`src/rtl/uframe_pkg.sv`:
```
// Shared constants, the frame-list size encoding and helpers for the
// micro-frame index counter.
package uframe_pkg;
    localparam int CNT_W     = 14;  // width of the index counter
    localparam int UF_BITS   = 3;   // micro-frame bits below the list index
    localparam int IDX_MAX_W = 10;  // index width for the largest list
    localparam int DATA_W    = 32;  // register port width
    localparam int BE_W      = DATA_W / 8;
    localparam int N_SIZES   = 4;   // number of size select codes

    typedef enum logic [1:0] {
        LS_1024 = 2'b00,
        LS_512  = 2'b01,
        LS_256  = 2'b10,
        LS_ALT  = 2'b11   // treated as 1024 entries
    } list_size_e;

    // Number of index bits dropped for a given size code.
    function automatic int size_shrink(input int code);
        return (code == 1) ? 1 : (code == 2) ? 2 : 0;
    endfunction
endpackage

```
`src/rtl/uframe_wr_decode.sv`:
```
// Write qualifier: turns a raw register write into a counter-load strobe
// and a status-clear strobe.
// Assumes: the counter is loaded only by full-width writes while stopped.
module uframe_wr_decode #(
    parameter int BE_W = 4
) (
    input  logic            run_i,
    input  logic            wr_i,
    input  logic            addr_i,
    input  logic [BE_W-1:0] be_i,
    input  logic            clr_bit_i,
    output logic            cnt_load_o,
    output logic            flag_clr_o
);
    // Decide which write, if any, is allowed to take effect.
    always_comb begin
        cnt_load_o = wr_i && !addr_i && (&be_i) && !run_i;
        flag_clr_o = wr_i && addr_i && be_i[0] && clr_bit_i;
    end
endmodule

```
`src/rtl/uframe_count.sv`:
```
// Index counter: advances on qualified ticks and accepts a load. It derives
// the list index and the wrap point from the size select.
// Assumes: load and advance never coincide (load needs run low).
module uframe_count
    import uframe_pkg::*;
#(
    parameter int CW      = CNT_W,
    parameter int UB      = UF_BITS,
    parameter int IW      = IDX_MAX_W,
    parameter int NS      = N_SIZES
) (
    input  logic          clk,
    input  logic          rst_n,
    input  logic          adv_i,
    input  logic          load_i,
    input  logic [CW-1:0] load_val_i,
    input  logic [1:0]    size_i,
    output logic [CW-1:0] cnt_o,
    output logic [IW-1:0] idx_o,
    output logic          wrap_o
);
    logic [CW-1:0] cnt_q;
    logic [NS-1:0] wrap_cand;
    logic [IW-1:0] idx_cand [NS];

    // Count register: reset, load or advance by one.
    always_ff @(posedge clk) begin
        if (!rst_n)
            cnt_q <= '0;
        else if (load_i)
            cnt_q <= load_val_i;
        else if (adv_i)
            cnt_q <= cnt_q + 1'b1;
    end

    // One index slice and one wrap detector for each size code.
    for (genvar s = 0; s < NS; s++) begin : g_size
        localparam int TOP = UB + IW - size_shrink(s);
        assign idx_cand[s]  = IW'(cnt_q[TOP-1:UB]);
        assign wrap_cand[s] = &cnt_q[TOP-1:0];
    end

    // Pick the slice that matches the current size select.
    always_comb begin
        idx_o  = idx_cand[size_i];
        wrap_o = adv_i && wrap_cand[size_i];
        cnt_o  = cnt_q;
    end
endmodule

```
`src/rtl/uframe_flag.sv`:
```
// Sticky rollover flag with write-one-to-clear. A set in the same cycle
// as a clear wins.
module uframe_flag (
    input  logic clk,
    input  logic rst_n,
    input  logic set_i,
    input  logic clr_i,
    output logic flag_o
);
    logic flag_q;

    // Hold the flag; a new set takes priority over a clear.
    always_ff @(posedge clk) begin
        if (!rst_n)
            flag_q <= 1'b0;
        else if (set_i)
            flag_q <= 1'b1;
        else if (clr_i)
            flag_q <= 1'b0;
    end

    assign flag_o = flag_q;
endmodule

```
`src/rtl/uframe_index.sv`:
```
// Top of the periodic micro-frame index counter. It joins the write
// qualifier, the counter and the status flag, and muxes the read data.
// Assumes: uf_tick_i is a one-cycle strobe; reads are combinational.
module uframe_index
    import uframe_pkg::*;
#(
    parameter int CW = CNT_W,
    parameter int IW = IDX_MAX_W,
    parameter int DW = DATA_W,
    parameter int BW = BE_W
) (
    input  logic          clk,
    input  logic          rst_n,
    input  logic          run_i,
    input  logic [1:0]    list_size_i,
    input  logic          uf_tick_i,
    input  logic          reg_wr_i,
    input  logic          reg_addr_i,
    input  logic [BW-1:0] reg_be_i,
    input  logic [DW-1:0] reg_wdata_i,
    output logic [DW-1:0] reg_rdata_o,
    output logic [IW-1:0] list_idx_o,
    output logic [CW-1:0] sof_num_o,
    output logic          rollover_o
);
    logic cnt_load, flag_clr, wrap_hit, adv;
    logic [CW-1:0] cnt;

    assign adv = run_i && uf_tick_i;

    uframe_wr_decode #(.BE_W(BW)) i_dec (
        .run_i      (run_i),
        .wr_i       (reg_wr_i),
        .addr_i     (reg_addr_i),
        .be_i       (reg_be_i),
        .clr_bit_i  (reg_wdata_i[0]),
        .cnt_load_o (cnt_load),
        .flag_clr_o (flag_clr)
    );

    uframe_count #(.CW(CW), .IW(IW)) i_cnt (
        .clk        (clk),
        .rst_n      (rst_n),
        .adv_i      (adv),
        .load_i     (cnt_load),
        .load_val_i (reg_wdata_i[CW-1:0]),
        .size_i     (list_size_i),
        .cnt_o      (cnt),
        .idx_o      (list_idx_o),
        .wrap_o     (wrap_hit)
    );

    uframe_flag i_flag (
        .clk    (clk),
        .rst_n  (rst_n),
        .set_i  (wrap_hit),
        .clr_i  (flag_clr),
        .flag_o (rollover_o)
    );

    // Read mux: reserved bits always return zero.
    always_comb begin
        if (reg_addr_i)
            reg_rdata_o = DW'(rollover_o);
        else
            reg_rdata_o = DW'(cnt);
    end

    assign sof_num_o = cnt;
endmodule

```
`config.mk`:
```
export PLATFORM = sky130hd
export DESIGN_NAME = uframe_index
export DESIGN_NICKNAME = d
export VERILOG_FILES = /design/src/rtl/uframe_pkg.sv /design/src/rtl/uframe_wr_decode.sv /design/src/rtl/uframe_count.sv /design/src/rtl/uframe_flag.sv /design/src/rtl/uframe_index.sv
export SDC_FILE = /design/constraint.sdc
export NUM_CORES = 1
export LEC_CHECK = 0
export BUFFER_PORTS_ARGS = -buffer_cell sky130_fd_sc_hd__buf_2
export CORE_MARGIN = 2
export CORE_UTILIZATION = 40
export DETAILED_ROUTE_END_ITERATION = 8
export PLACE_DENSITY = 0.82
export SLEW_MARGIN = 0
export SYNTH_ARGS = -nofsm -noshare
export SYNTH_HDL_FRONTEND = slang
export SYNTH_SLANG_ARGS = --single-unit
```
`constraint.sdc`:
```
create_clock -name clk -period 2.7 [get_ports clk]
set_input_delay 0.27 -clock clk [delete_from_list [all_inputs] [get_ports clk]]
set_output_delay 0.27 -clock clk [all_outputs]
set_load 0.005 [all_outputs]
```
* After elaboration in Yosys (flattened, before gate mapping) *
Index checks and enable logic that the tools add are counted.

word-level totals
  register bits after elaboration = 15
  output and inout port bits = 57
  logic and storage cells = 32

operators by class
  add/sub/neg operators = 1
  multiplexer cells = 10
  reductions and logical operators = 16
  order comparisons = 2
  bitwise logic cells = 1

operator list
  operator                 count
  $mux W14                 3
  $bmux W10 S2             1
  $mux W10                 2
  $add A14 B1 Y14 const B  1
  $reduce_and A13 Y1       1
  $reduce_and A12 Y1       1
  $reduce_and A11 Y1       1
  $logic_and A1 B1 Y1      8
  $reduce_and A4 Y1        1
  $reduce_bool A2 Y1       2
  $ge A3 B3 Y1 const B     1
  $lt A2 B3 Y1 const B     1
  $mux W1                  3
  $not A2 Y3               1
  $bmux W1 S2              1
  $logic_not A1 Y1         2

* Longest topological paths before layout *
Gate-level depths: netlist of the first run.

  depth in word-level cells = 5
  gate-level depth with buffers = 6
  gate-level depth less buffers = 5

* By module *
From an unflattened synthesis of the first run, not the netlist that was laid out.

unflattened totals
  cell total of the unflattened synthesis = 144
  area total of the unflattened synthesis = 1174.9 um^2

by module, submodules not included
  module            times used  cells an instance  sequential area each (um^2)  area an instance (um^2)
  uframe_count      1           102                280.3                        842.1
  uframe_index      1           35                 0.0                          260.2
  uframe_flag       1           3                  20.0                         41.3
  uframe_wr_decode  1           4                  0.0                          31.3

* Worst setup path after synthesis of the first run *
OpenSTA, ideal clock, no wires.

  kind = input port to flip-flop
  start point = input reg_addr_i
  end point = register i_cnt.cnt_q[0] (netlist: i_cnt.cnt_o[0])
  library setup time = 0.116 ns
  slack = 1.332 ns
  path buffers = 2
  required time = 2.584 ns
  stages = 4
  data arrival time = 1.252 ns
  path through = or4_1 -> buf_6 -> buf_6 -> o211a_1

on the way
  longest elaborated chain between the ends = 5

RTL lines
  what                                            RTL line                source
  start, declared                                 uframe_index.sv:18      input logic reg_addr_i,
  $logic_not A1 Y1 *                              uframe_wr_decode.sv:17  cnt_load_o = wr_i && !addr_i && (&be_i) && !run_i;
  $logic_and A1 B1 Y1 * (3 in series)             uframe_wr_decode.sv:17
  $mux W14 or $reduce_bool A2 Y1 (tied branches)  --
  end signal, assigned                            uframe_count.sv:31      cnt_q <= load_val_i;
  end signal, assigned                            uframe_count.sv:33      cnt_q <= cnt_q + 1'b1;
  end, declared                                   uframe_count.sv:22      logic [CW-1:0] cnt_q;

Every way passes the cells marked *; elsewhere a longest branch is shown, timed or not.
A chain may end at the register's enable or synchronous reset.

* Final worst setup path of the first run *
  start point = input reg_addr_i
  end point = register i_cnt.cnt_q[12] (netlist: i_cnt.cnt_o[12])

Same word-level chain as after synthesis.

==> flow_summary_export.csv, run 1 <==
group,metric,value,unit
power,pwr-share-comb,13.8,%
sta,finalSetupTns,0,ns
sta,finClkSkew,0.00234,ns
power,sw_frac_of_total,25.6,%
sta,fmax,622,MHz
routing,routed_via_density,4.80,
worst_setup_path,path_cells,"buf_2 > or4_1 > o21ai_0 > a311oi_1",
synthesis,synthCells,144,
grt,grtUsageMet2,28.1,%
sta,period_needed,1.61,ns
clocking,clock_latency,0.28,ns
sta,fin_crit_sh,59.6,%
clocking,cts_resized,0,
synthesis,synth.area.mux_share,0.993,%
power,p_clk_share,31.0,%
power,internal_power,0.309,mW
worst_setup_path,worstPathRequired,2.84,ns
grt,use_met1,18.1,%
hold_path,holdPathStages,2,
synthesis,synth-edff-count,0,
floorplan,die_w,57.2,um
sta,rsz0062_at_grt,"no",
sta,setup_violations,0,
synthesis,synth.top_cells.by_area,"dfxtp_1, buf_4, xnor2_1",
clocking,cts_root_buf,"clkbuf_4",
grt,grt_util_met3,5.44,%
hold_path,hold_class,"input port to register",
clocking,clkSinkCount,15,
synthesis,synth.most_common_cell,"buf_4",
routing,antenna_left,0,
worst_setup_path,slowest_delay,0.92,ns
synthesis,synth_seq_cells,15,
power,power.switching,0.107,mW
sta,maxSlewHeadroom,49.9,%
grt,grt_max_degree,29,
synthesis,synth_xor_xnor_area_share,9.27,%
routing,drc,0,
synthesis,synthDominantCellAreaShare,26.5,%
worst_setup_path,worstSetupEndpointType,"register",
worst_setup_path,path_class,"input port to register",
sta,slew_violations,0,
worst_setup_path,cp-start-kind,"input port",
grt,grt.busiest_layer,"met2",
worst_setup_path,cpMaxStageDelayCell,"or4_1",
grt,grt_pass1_vias,950,
cells_and_area,final_util,49.2,%
grt,grt_pass1_wl,4060,um
cells_and_area,drive_above_1_share,35.9,%
clocking,cts_tree,"built",
routing,post_drt_wl_per_cell,10.8,um
cells_and_area,antenna_cells,0,
worst_setup_path,r2r_cells,4,
cells_and_area,stdcell_area,1350,um2
routing,drt_wl_total,2480,um
worst_setup_path,reg2reg_setup_slack,1.09,ns
sta,worst-slew-pin-transition,0.752,ns
synthesis,synth_simple_gate_area_share,24.6,%
cells_and_area,area_delta_synth_final,18.7,%
place,gp_congestion,0.717,
sta,whs,0.224,ns
status,status,"finished, final reports clean",
floorplan,initial_core_util,41.5,%
power,seq_power_share,55.2,%
power,p_leak,0.709,nW
clocking,cts.clk_slew.worst_paths,0.09,ns
worst_setup_path,arrival,1.75,ns
worst_setup_path,r2r-start,"i_cnt.cnt_o[3]",
sta,hold_viol,0,
synthesis,synth-compound-area-share,14.9,%
job,cap_violations,0,
routing,firstDrtPassIters,4,
power,power_density,309,nW/um2
synthesis,synthFlopType,"dfxtp_1",
synthesis,yosys-top-cells-count,"buf_4, dfxtp_1, o21ai_0",
grt,overflow,0,
floorplan,core-area,2730,um2
floorplan,fp.dieH,57.2,um
synthesis,syn_area_per_cell,7.87,um2
clocking,ctsHoldBuffers,0,
clocking,htreeDepth,1,
worst_setup_path,r2r-end,"i_cnt.cnt_o[12]",
clocking,cts_buffers,3,
worst_setup_path,worstPathMaxFanout,28,
floorplan,io_pins,101,
place,place_area,1320,um2
grt,antenna_found_initial,0,
place,hpwl,1880,um
hold_path,min_to,"i_cnt.cnt_o[1]",
floorplan,die_area,3280,um2
synthesis,synth-seq-area-share,26.5,%
floorplan,rows,19,
clocking,clockBufferDepth,2,
synthesis,synthArstFlopShare,0,%
place,io_buffers,64,
hold_path,hp-start,"reg_wdata_i[1]",
routing,drt_iter0_markers,19,
synthesis,synthAdderAreaFrac,1.10,%
cells_and_area,layout.nets,244,
power,irDropWorstVdd,0.000239,V
clocking,postCtsSetupBuffers,0,
synthesis,synth_top_family_by_area,"simple AND/OR/NAND/NOR gates",
grt,grtUsageTotal,15.5,%
synthesis,ys.warnings.count,0,
synthesis,synth_area_leader_cell,"dfxtp_1",
synthesis,synthesis.area,1130,um2
routing,num_vias,1100,
synthesis,synth_cell_type_count,31,
-- worst max-delay path: cells and delay by family --
family	cells	cell delay [ns]
compound gates	2	0.36
simple gates	1	0.92
buf+inv	1	0.19
-- metrics by stage --
stage / instances / setup WS [ns] / power [mW]
after CTS: 229 / 1.07 / 0.424
after global routing: 229 / 0.858 / 0.443
final: 229 / 1.09 / 0.416
after floorplan: 161 / 1.33 / 0.282
after global placement: 225 / 0.774 / 0.291
after detailed placement: 225 / 0.777 / 0.292
-- layer usage --
layer	routed length (um)	share of wire (%)	vias to the layer above
li1	-	-	559
met2	1180	47	56
met4	9	0.36	0
met5	0	0	-
met1	1060	43	483
met3	239	9.6	2
-- cell usage in the layout (no fill, tap or decap), types with 2 or more instances in the layout --
cell	Yosys	layout
o211a_1	3	3
a21boi_0	2	2
nor4_1	4	4
buf_2	1	64
dfxtp_1	15	15
nor2b_1	7	7
inv_1	4	4
xor2_1	2	2
o21ai_0	13	13
nor2_1	6	6
nand2_1	9	9
conb_1	1	18
a21oi_1	10	10
nand3_1	6	6
nor3_1	4	4
and3_1	2	2
and2b_1	3	3
clkbuf_4	0	3
nand2b_1	2	2
nand4_1	2	2
xnor2_1	10	10
-- sequential cells by signal, indices dropped and copies added, names as in the netlist --
name	cells
i_cnt.cnt_o	14
i_flag.flag_o	1
-- kinds of logic after synthesis --
family / Yosys count
AO/OA/AOI/OAI: 29
XOR/XNOR: 12
adder cells (fa/ha/maj): 1
buffers and inverters: 35
flip-flops: 15
multiplexers: 1
other: 1
AND/OR/NAND/NOR: 50
-- power groups by stage --
stage	registers [mW]	clock network (mW)	logic, mW
global route	0.230	0.147	0.0658
CTS	0.229	0.137	0.0575
finish	0.229	0.129	0.0574
detailed placement	0.234	0	0.0573
global placement	0.235	0	0.0564
floorplan	0.234	0	0.0475
-- area by class of cell --
type,instances,area (um2)
fill,276,1390
multi-input combinational,111,644
timing repair buffer,64,320
sequential,15,300
tap,31,38.8
clock buffer,4,26.3
inverter,4,15.0
-- how the worst max path moves through the flow --
| stage | slack, ns | cells past startpoint | startpoint | to |
|---|---|---|---|---|
| detailed placement | 0.78 | 4 | reg_addr_i | i_cnt.cnt_o[12] |
| global route | 0.86 | 5 | i_cnt.cnt_o[1] | i_cnt.cnt_o[12] |
| CTS | 1.07 | 5 | i_cnt.cnt_o[0] | i_cnt.cnt_o[12] |
| global placement | 0.77 | 4 | reg_addr_i | i_cnt.cnt_o[12] |
| finish | 1.09 | 4 | reg_addr_i | i_cnt.cnt_o[12] |
| floorplan | 1.33 | 4 | reg_addr_i | i_cnt.cnt_o[0] |
Power figures use the tool's default switching activity.
==> run 2: changes to the inputs <==
Settings changed: CORE_UTILIZATION 40 to 37, PLACE_DENSITY 0.82 to 0.76.
Clock period 2.7 ns to 1.5 ns, I/O delays scaled along.
==> flow_summary_export.csv, run 2 (same netlist as run 1, synthesis figures left out) <==
group,metric,value,unit
status,status,"finished, final reports clean",
power,irDropWorstVdd,0.000406,V
clocking,cts.clk_slew.worst_paths,0.09,ns
sta,period_needed,1.37,ns
cells_and_area,nFillCells,324,
routing,routed_via_density,4.74,
clocking,cts_root_buf,"clkbuf_4",
job,cap_violations,0,
worst_setup_path,path_class,"register to register",
clocking,clkSinkCount,15,
worst_setup_path,worst-path-buf-inv,0,
worst_setup_path,r2r-start,"i_cnt.cnt_o[8]",
sta,setup_violations,0,
hold_path,hp-start,"reg_wdata_i[2]",
grt,grt_pass1_vias,960,
routing,num_vias,1153,
floorplan,die_area,3520,um2
cells_and_area,drive_above_1_share,41.0,%
routing,firstDrtPassIters,4,
floorplan,rows,20,
cells_and_area,final_util,49.0,%
floorplan,initial_core_util,38.1,%
sta,fin_crit_sh,91.1,%
worst_setup_path,crit_family,"simple AND/OR/NAND/NOR gates",
floorplan,core-area,2980,um2
place,gp_congestion,0.740,
floorplan,io_pins,101,
place,dp_slack,-0.0601,ns
sta,slew_violations,0,
routing,drt_wl_total,2670,um
clocking,cts_buffers,3,
grt,antenna_found_initial,0,
worst_setup_path,path_cells,"nand4_2 > nor4_4 > nand2_1 > a311oi_1",
place,hpwl,2110,um
routing,post_drt_wl_per_cell,11.0,um
grt,grt_max_degree,29,
worst_setup_path,cpMaxStageDelayCell,"dfxtp_1",
sta,setup_ws,0.134,ns
routing,drt_iter0_markers,24,
clocking,clock_latency,0.28,ns
floorplan,die_w,59.4,um
worst_setup_path,arrival,1.56,ns
worst_setup_path,worstPathRequired,1.69,ns
cells_and_area,layout.nets,256,
clocking,cts_tree,"built",
clocking,cts_resized,1,
cells_and_area,antenna_cells,0,
cells_and_area,largest_reg_flops,14,
sta,rsz0062_at_grt,"no",
place,dpl.cell_count,239,
sta,finClkSkew,0.00142,ns
grt,grt_pass1_wl,4090,um
worst_setup_path,startpoint,"i_cnt.cnt_o[8]",
routing,antenna_left,0,
hold_path,hold_class,"input port to register",
cells_and_area,instances_no_fill,243,
worst_setup_path,worstSetupEndpointType,"register",
grt,overflow,0,
clocking,ctsHoldBuffers,0,
power,p_leak,0.787,nW
clocking,htreeDepth,1,
sta,fmax,732,MHz
grt,grtUsageTotal,15.2,%
clocking,clockBufferDepth,2,
power,power_density,523,nW/um2
cells_and_area,layout_commonest_cell,"buf_2",
place,io_buffers,64,
worst_setup_path,cp-start-kind,"register",
worst_setup_path,worstPathMaxFanout,5,
floorplan,fp.dieH,59.4,um
cells_and_area,final_cell_mix,"buf_2, conb_1, dfxtp_1, o21ai_0, buf_4",
worst_setup_path,slowest_delay,0.36,ns
cells_and_area,area_delta_synth_final,28.7,%
clocking,postCtsSetupBuffers,0,
sta,hold_viol,0,
routing,drc,0,
sta,finalSetupTns,0,ns
run 2: path summary, 6_finish.rpt:
path	to	slack (ns)	cells after the start
worst max-delay path	i_cnt.cnt_o[12]	0.13	4
worst min-delay path	i_cnt.cnt_o[2]	0.10	2
worst max register to register	i_cnt.cnt_o[12]	0.13	4
worst min register to register	i_flag.flag_o	0.51	2
run 2: area by class of cell:
class                           count  area [um2]  area share (%)
Multi-Input combinational cell    111         664            45.5
Timing Repair Buffer               76         410            28.1
Sequential cell                    15         302            20.7
Clock buffer                        4        26.3            1.80
Tap cell                           33        41.3            2.83
Inverter                            4        15.0            1.03
run 2: per-stage QoR:
step / cell area [um2] / power, mW / hold slack (ns)
floorplan: 1200 / 0.507 / 0.288
global placement: 1410 / 0.532 / 0.393
detailed placement: 1410 / 0.534 / 0.395
CTS: 1440 / 0.772 / 0.0931
global route: 1460 / 0.818 / 0.0801
finish: 1460 / 0.762 / 0.103
run 2: routing by layer:
layer	track usage (%)	wire length (um)	up-vias
li1	-	-	586
met1	19.7	1180	506
met2	25.0	1220	57
met3	3.49	237	4
met4	4.87	30	0
met5	0	0	-
run 2: power by group:
part | internal [mW] | total [mW] | switching [mW]
logic | 0.0558 | 0.116 | 0.0600
registers | 0.404 | 0.410 | 0.00596
clock network | 0.103 | 0.236 | 0.133
